## config.mk

```make
export PLATFORM = sky130hd
export DESIGN_NAME = erase_range_planner
export DESIGN_NICKNAME = d
export VERILOG_FILES = /design/src/rtl/erp_pkg.sv /design/src/rtl/erp_unit_select.sv /design/src/rtl/erp_cursor.sv /design/src/rtl/erp_ctrl.sv /design/src/rtl/erase_range_planner.sv
export SDC_FILE = /design/constraint.sdc
export NUM_CORES = 1
export LEC_CHECK = 0
export ABC_AREA = 1
export CORE_MARGIN = 2
export CORE_UTILIZATION = 58
export CTS_BUF_LIST = sky130_fd_sc_hd__clkbuf_2 sky130_fd_sc_hd__clkbuf_4 sky130_fd_sc_hd__clkbuf_8
export CTS_CLUSTER_SIZE = 20
export DETAILED_ROUTE_END_ITERATION = 16
export PLACE_DENSITY_LB_ADDON = 0.2
export SLEW_MARGIN = 10
export SYNTH_ARGS = -nofsm -noshare
export SYNTH_HDL_FRONTEND = slang
export SYNTH_HIERARCHICAL = 1
export SYNTH_SLANG_ARGS = --single-unit
```

## constraint.sdc

```tcl
create_clock -name clk -period 4.45 [get_ports clk]
set_input_delay 0.445 -clock clk [delete_from_list [all_inputs] [get_ports clk]]
set_output_delay 0.445 -clock clk [all_outputs]
set_load 0.02 [all_outputs]
```

## src/rtl/erp_pkg.sv

```systemverilog
package erp_pkg;

  localparam int unsigned ERP_SECTOR_SHIFT = 12;
  localparam int unsigned ERP_TIERS        = 3;

  localparam logic [7:0] OPC_BLK64 = 8'hD8;
  localparam logic [7:0] OPC_BLK32 = 8'h52;
  localparam logic [7:0] OPC_SECT  = 8'h20;

  // Erase tiers, highest priority at index 0: log2 of size in sectors, opcode
  localparam int unsigned TIER_LOG2 [ERP_TIERS] = '{4, 3, 0};
  localparam logic [7:0]  TIER_OPC  [ERP_TIERS] = '{OPC_BLK64, OPC_BLK32, OPC_SECT};

  typedef enum logic [1:0] {
    PL_IDLE = 2'd0,
    PL_EMIT = 2'd1,
    PL_DONE = 2'd2
  } pl_state_e;

endpackage

```

## src/rtl/erp_unit_select.sv

```systemverilog
module erp_unit_select
  import erp_pkg::*;
#(
  parameter int SECT_W = 14,
  parameter int CNT_W  = SECT_W + 1
) (
  input  logic [SECT_W-1:0] cur,
  input  logic [CNT_W-1:0]  rem,
  output logic [7:0]        opcode,
  output logic [CNT_W-1:0]  step
);

  logic [ERP_TIERS-1:0] unit_fits;
  logic [CNT_W-1:0]     unit_size [ERP_TIERS];

  for (genvar g = 0; g < ERP_TIERS; g++) begin : g_tier
    localparam int unsigned LG = TIER_LOG2[g];
    localparam logic [CNT_W-1:0]  SZ  = CNT_W'(64'd1 << LG);
    localparam logic [SECT_W-1:0] MSK = SECT_W'((64'd1 << LG) - 64'd1);
    assign unit_fits[g] = ((cur & MSK) == '0) && (rem >= SZ);
    assign unit_size[g] = SZ;
  end

  // Walk from lowest to highest priority so the largest fitting unit wins
  always_comb begin
    opcode = TIER_OPC[ERP_TIERS-1];
    step   = unit_size[ERP_TIERS-1];
    for (int i = ERP_TIERS - 1; i >= 0; i--) begin
      if (unit_fits[i]) begin
        opcode = TIER_OPC[i];
        step   = unit_size[i];
      end
    end
  end

endmodule

```

## src/rtl/erp_cursor.sv

```systemverilog
module erp_cursor #(
  parameter int SECT_W = 14,
  parameter int CNT_W  = SECT_W + 1
) (
  input  logic              clk,
  input  logic              rst_n,
  input  logic              load,
  input  logic              adv,
  input  logic [SECT_W-1:0] load_first,
  input  logic [CNT_W-1:0]  load_count,
  input  logic [CNT_W-1:0]  step,
  output logic [SECT_W-1:0] cur,
  output logic [CNT_W-1:0]  rem,
  output logic [CNT_W-1:0]  total
);

  always_ff @(posedge clk) begin
    if (!rst_n) begin
      cur   <= '0;
      rem   <= '0;
      total <= '0;
    end else if (load) begin
      cur   <= load_first;
      rem   <= load_count;
      total <= load_count;
    end else if (adv) begin
      cur <= cur + step[SECT_W-1:0];
      rem <= rem - step;
    end
  end

endmodule

```

## src/rtl/erp_ctrl.sv

```systemverilog
module erp_ctrl
  import erp_pkg::*;
(
  input  logic clk,
  input  logic rst_n,
  input  logic req_valid,
  input  logic count_zero,
  input  logic cmd_ready,
  input  logic last_step,
  output logic req_ready,
  output logic cmd_valid,
  output logic done,
  output logic load,
  output logic adv
);

  pl_state_e state, state_nx;

  assign req_ready = (state == PL_IDLE);
  assign cmd_valid = (state == PL_EMIT);
  assign done      = (state == PL_DONE);
  assign load      = req_ready & req_valid;
  assign adv       = cmd_valid & cmd_ready;

  always_comb begin
    state_nx = state;
    unique case (state)
      PL_IDLE: if (req_valid) state_nx = count_zero ? PL_DONE : PL_EMIT;
      PL_EMIT: if (cmd_ready && last_step) state_nx = PL_DONE;
      PL_DONE: state_nx = PL_IDLE;
      default: state_nx = PL_IDLE;
    endcase
  end

  always_ff @(posedge clk) begin
    if (!rst_n) state <= PL_IDLE;
    else        state <= state_nx;
  end

endmodule

```

## src/rtl/erase_range_planner.sv

```systemverilog
module erase_range_planner
  import erp_pkg::*;
#(
  parameter  int SECT_W = 14,
  localparam int CNT_W  = SECT_W + 1,
  localparam int ADDR_W = SECT_W + ERP_SECTOR_SHIFT
) (
  input  logic              clk,
  input  logic              rst_n,
  input  logic              req_valid,
  output logic              req_ready,
  input  logic [SECT_W-1:0] req_first,
  input  logic [CNT_W-1:0]  req_count,
  output logic              cmd_valid,
  input  logic              cmd_ready,
  output logic [7:0]        cmd_opcode,
  output logic [ADDR_W-1:0] cmd_addr,
  output logic              done,
  output logic [CNT_W-1:0]  done_count
);

  logic [SECT_W-1:0] cur;
  logic [CNT_W-1:0]  rem;
  logic [CNT_W-1:0]  step;
  logic              load;
  logic              adv;

  erp_ctrl u_ctrl (
    .clk        (clk),
    .rst_n      (rst_n),
    .req_valid  (req_valid),
    .count_zero (req_count == '0),
    .cmd_ready  (cmd_ready),
    .last_step  (rem == step),
    .req_ready  (req_ready),
    .cmd_valid  (cmd_valid),
    .done       (done),
    .load       (load),
    .adv        (adv)
  );

  erp_cursor #(.SECT_W(SECT_W), .CNT_W(CNT_W)) u_cursor (
    .clk        (clk),
    .rst_n      (rst_n),
    .load       (load),
    .adv        (adv),
    .load_first (req_first),
    .load_count (req_count),
    .step       (step),
    .cur        (cur),
    .rem        (rem),
    .total      (done_count)
  );

  erp_unit_select #(.SECT_W(SECT_W), .CNT_W(CNT_W)) u_select (
    .cur    (cur),
    .rem    (rem),
    .opcode (cmd_opcode),
    .step   (step)
  );

  assign cmd_addr = ADDR_W'(cur) << ERP_SECTOR_SHIFT;

endmodule

```

==> out/results.txt <==
Total Routed Length: 10600 µm
Max clock buf depth: 2
die height: 87.2 µm
Fmax achieved: 0.376 GHz
Worst-path clk slew: 0.10 ns
Hold EP: u_cursor/total[11]$_SDFFE_PN0P_
Final Hold Vio Count: 0
Worst-Skew Late Latency: 0.31 ns
gr usage total: 28.7%
setup TNS: 0 ns
Main synth FF type: dfxtp_1
vias in the first global route: 3852
Synth Register Bits: 46
Netlist cell types: 33
Leak: 2.33 nW
Vias: 4139
Critical Path RT: 4.01 ns
clk sinks: 46
register area share after synthesis: 22.9%
Antenna Nets Post-Route: 0
EDFF count, synth: 0
Synth area leader: dfxtp_1
CTS tree: built
Synth Instances: 652
Tcrit/Tclk final: 59.8%
nets: 773
clock power share: 21.8%
initial antenna violation count: 0
Crit Path Class: register to output pin
Switching Share: 40.9%
TritonCTS Buffers: 5
Synth Area per Inst: 6.16 µm²
Detail Placement HPWL: 8240 µm
PostCTS Resize Cnt: 0
final design utilization: 70.2%
synth top area cells: dfxtp_1 (23%), nand2_1 (19%), inv_1 (9.8%)
IO Pins: 85
IO Port Bufs: 70
Initial Util: 59.4%
routability cong.: 0.906
number of hold buffers added after CTS: 0
P&R area growth vs syn: 18.2%
Final min period: 2.66 ns
residual DRC count: 0
Worst Clk Skew: 0.00760 ns
Reg power frac: 32.2%
Avg WL per Cell: 13.3 µm
H-tree levels: 2
Worst Path Arrival: 2.22 ns
largest fanout on the critical path: 6
iteration-0 DRC count of the detailed router: 244
peak supply drop: 0.000171 V
worst flop-to-flop path startpoint: u_cursor/rem[11]$_SDFFE_PN0P_
R2R Path End: u_cursor/rem[8]$_SDFFE_PN0P_
crit path capture type: output pin
CTS Root Cell: clkbuf_8
die area: 7600 µm²
fill count: 610
total grt overflow: 0
First-pass DRT Iterations: 5
Yosys warnings: 6
Max Cap Viol: 0
Slew Limit Fails: 0
number of cells on the worst reg-to-reg path: 14
first-pass GRT wire length: 17500 µm
asr flop ratio synth: 0%
Final setup viols: 0
internal power: 0.886 mW
area of the multi-input gates: 2490 µm²
HP Start: u_cursor/total[11]$_SDFFE_PN0P_
synthesized cell area: 4010 µm²
FF+latch area: 921 µm²
Comb pwr share: 45.9%
Cell Rows: 30
hold path cells: 2
Sw Pwr: 0.614 mW
RSZ-0062 raised after global routing: false
pin count of the biggest net entering global routing: 41
pwr/cell area: 316 nW/µm²
CP Launch Type: register
worst slew pin tran: 0.847 ns
Tot Pwr: 1.50 mW
via/cell ratio: 5.23
HP Class: register to register
setup repair bufs after CTS: 0
Die Wd: 87.2 µm
CORE AREA: 6760 µm²
layout cells sized above 1: 3.51%
ANT cells: 0
slew margin rel.: 43.5%
reg-to-reg setup timing slack: 1.90 ns
Yosys top cell area share: 22.9%
run status: finished, final reports clean
==> through the flow <==
stage | hold slack [ns] | instances | setup WS [ns] | instance area, µm²
after global placement | 0.449 | 784 | 1.97 | 4630
after global routing | 0.480 | 792 | 1.62 | 4740
after detailed placement | 0.455 | 784 | 1.94 | 4630
after CTS | 0.470 | 792 | 1.83 | 4740
after floorplan | 0.494 | 676 | 1.89 | 4100
final | 0.467 | 792 | 1.79 | 4740
==> power groups by stage <==
stage                     sequential [mW]  combinational (mW)  clock [mW]
final                               0.484               0.689       0.328
after global routing                0.489               0.765       0.345
after CTS                           0.483               0.677       0.330
after detailed placement            0.493               0.670           0
after global placement              0.491               0.659           0
after floorplan                     0.510               0.481           0
==> worst max-delay path by stage <==
stage,from,to,slack (ns)
after detailed placement,req_valid,u_cursor/rem[2]$_SDFFE_PN0P_,1.94
after floorplan,u_cursor/cur[1]$_SDFFE_PN0P_,u_cursor/rem[5]$_SDFFE_PN0P_,1.89
after global routing,u_cursor/rem[11]$_SDFFE_PN0P_,u_cursor/rem[10]$_SDFFE_PN0P_,1.62
final,u_cursor/rem[11]$_SDFFE_PN0P_,cmd_opcode[1],1.79
after CTS,u_cursor/rem[11]$_SDFFE_PN0P_,cmd_opcode[1],1.83
after global placement,req_valid,u_cursor/rem[2]$_SDFFE_PN0P_,1.97
==> per-layer routing <==
| layer | global-route usage [%] | vias up | part of all wire [%] |
|---|---|---|---|
| met5 | 0 | - | 0 |
| met4 | 9.23 | 0 | 1.7 |
| met3 | 3.60 | 14 | 5.9 |
| met2 | 49.2 | 141 | 47 |
| met1 | 37.5 | 1881 | 45 |
| li1 | - | 2103 | - |
==> flip-flops by register name (all words and copies together), names as in the netlist <==
name / flops
u_cursor/rem: 15
u_ctrl/state: 2
u_cursor/total: 15
u_cursor/cur: 14
==> worst max-delay path, stage by stage, from the launching register on <==
cell and delay (ns):
dfxtp_1 0.36, nor2_1 0.15, nand2_1 0.11, nor2_2 0.18, a21oi_2 0.13, nor2_1 0.28
clkdlybuf4s50_1 0.70
==> synthesized netlist by cell type, types with 3 or more instances <==
cell / instances
nand2_1: 208
inv_1: 105
a21oi_1: 55
dfxtp_1: 46
nor2_1: 42
nand3_1: 40
buf_4: 31
ha_1: 27
xnor2_1: 12
a21boi_0: 10
a22oi_1: 10
xor2_1: 10
buf_2: 9
nand4_1: 6
a31oi_1: 5
clkbuf_1: 4
nand3b_1: 3
nor4_1: 3
o21ai_1: 3
==> placed cells by master (no fill, tap or decap), drive strengths merged <==
cell,count
a21boi,10
a21oi,57
a22oi,10
a31oi,5
buf,2
bufinv,1
clkbuf,5
clkdlybuf4s50,70
clkinvlp,2
conb,26
dfxtp,46
fa,2
ha,27
inv,107
nand2,210
nand3,42
nand3b,3
nand4,6
nor2,46
nor3,2
nor4,3
o21ai,4
o31ai,1
or2,3
xnor2,12
xor2,10
==> cells by family (layout without fill, tap and decap cells) <==
kind of cell,after synthesis,after routing,synth area share [%]
other,2,26,0.187
AO/OA/AOI/OAI,87,87,12.5
AND/OR/NAND/NOR,315,315,32.9
buffers and inverters,151,187,17.3
flip-flops,46,46,22.9
XOR/XNOR,22,22,4.80
adder cells (fa/ha/maj),29,29,9.41
==> area by class of cell <==
class	count	area share, %
multi-input cells	479	52.5
flip-flops and latches	46	19.4
repair buffers	72	15.1
inverters	107	8.47
well taps	80	2.11
clock buffers	5	1.45
clock inverters	3	0.950
(Power assumes the default switching activity.)
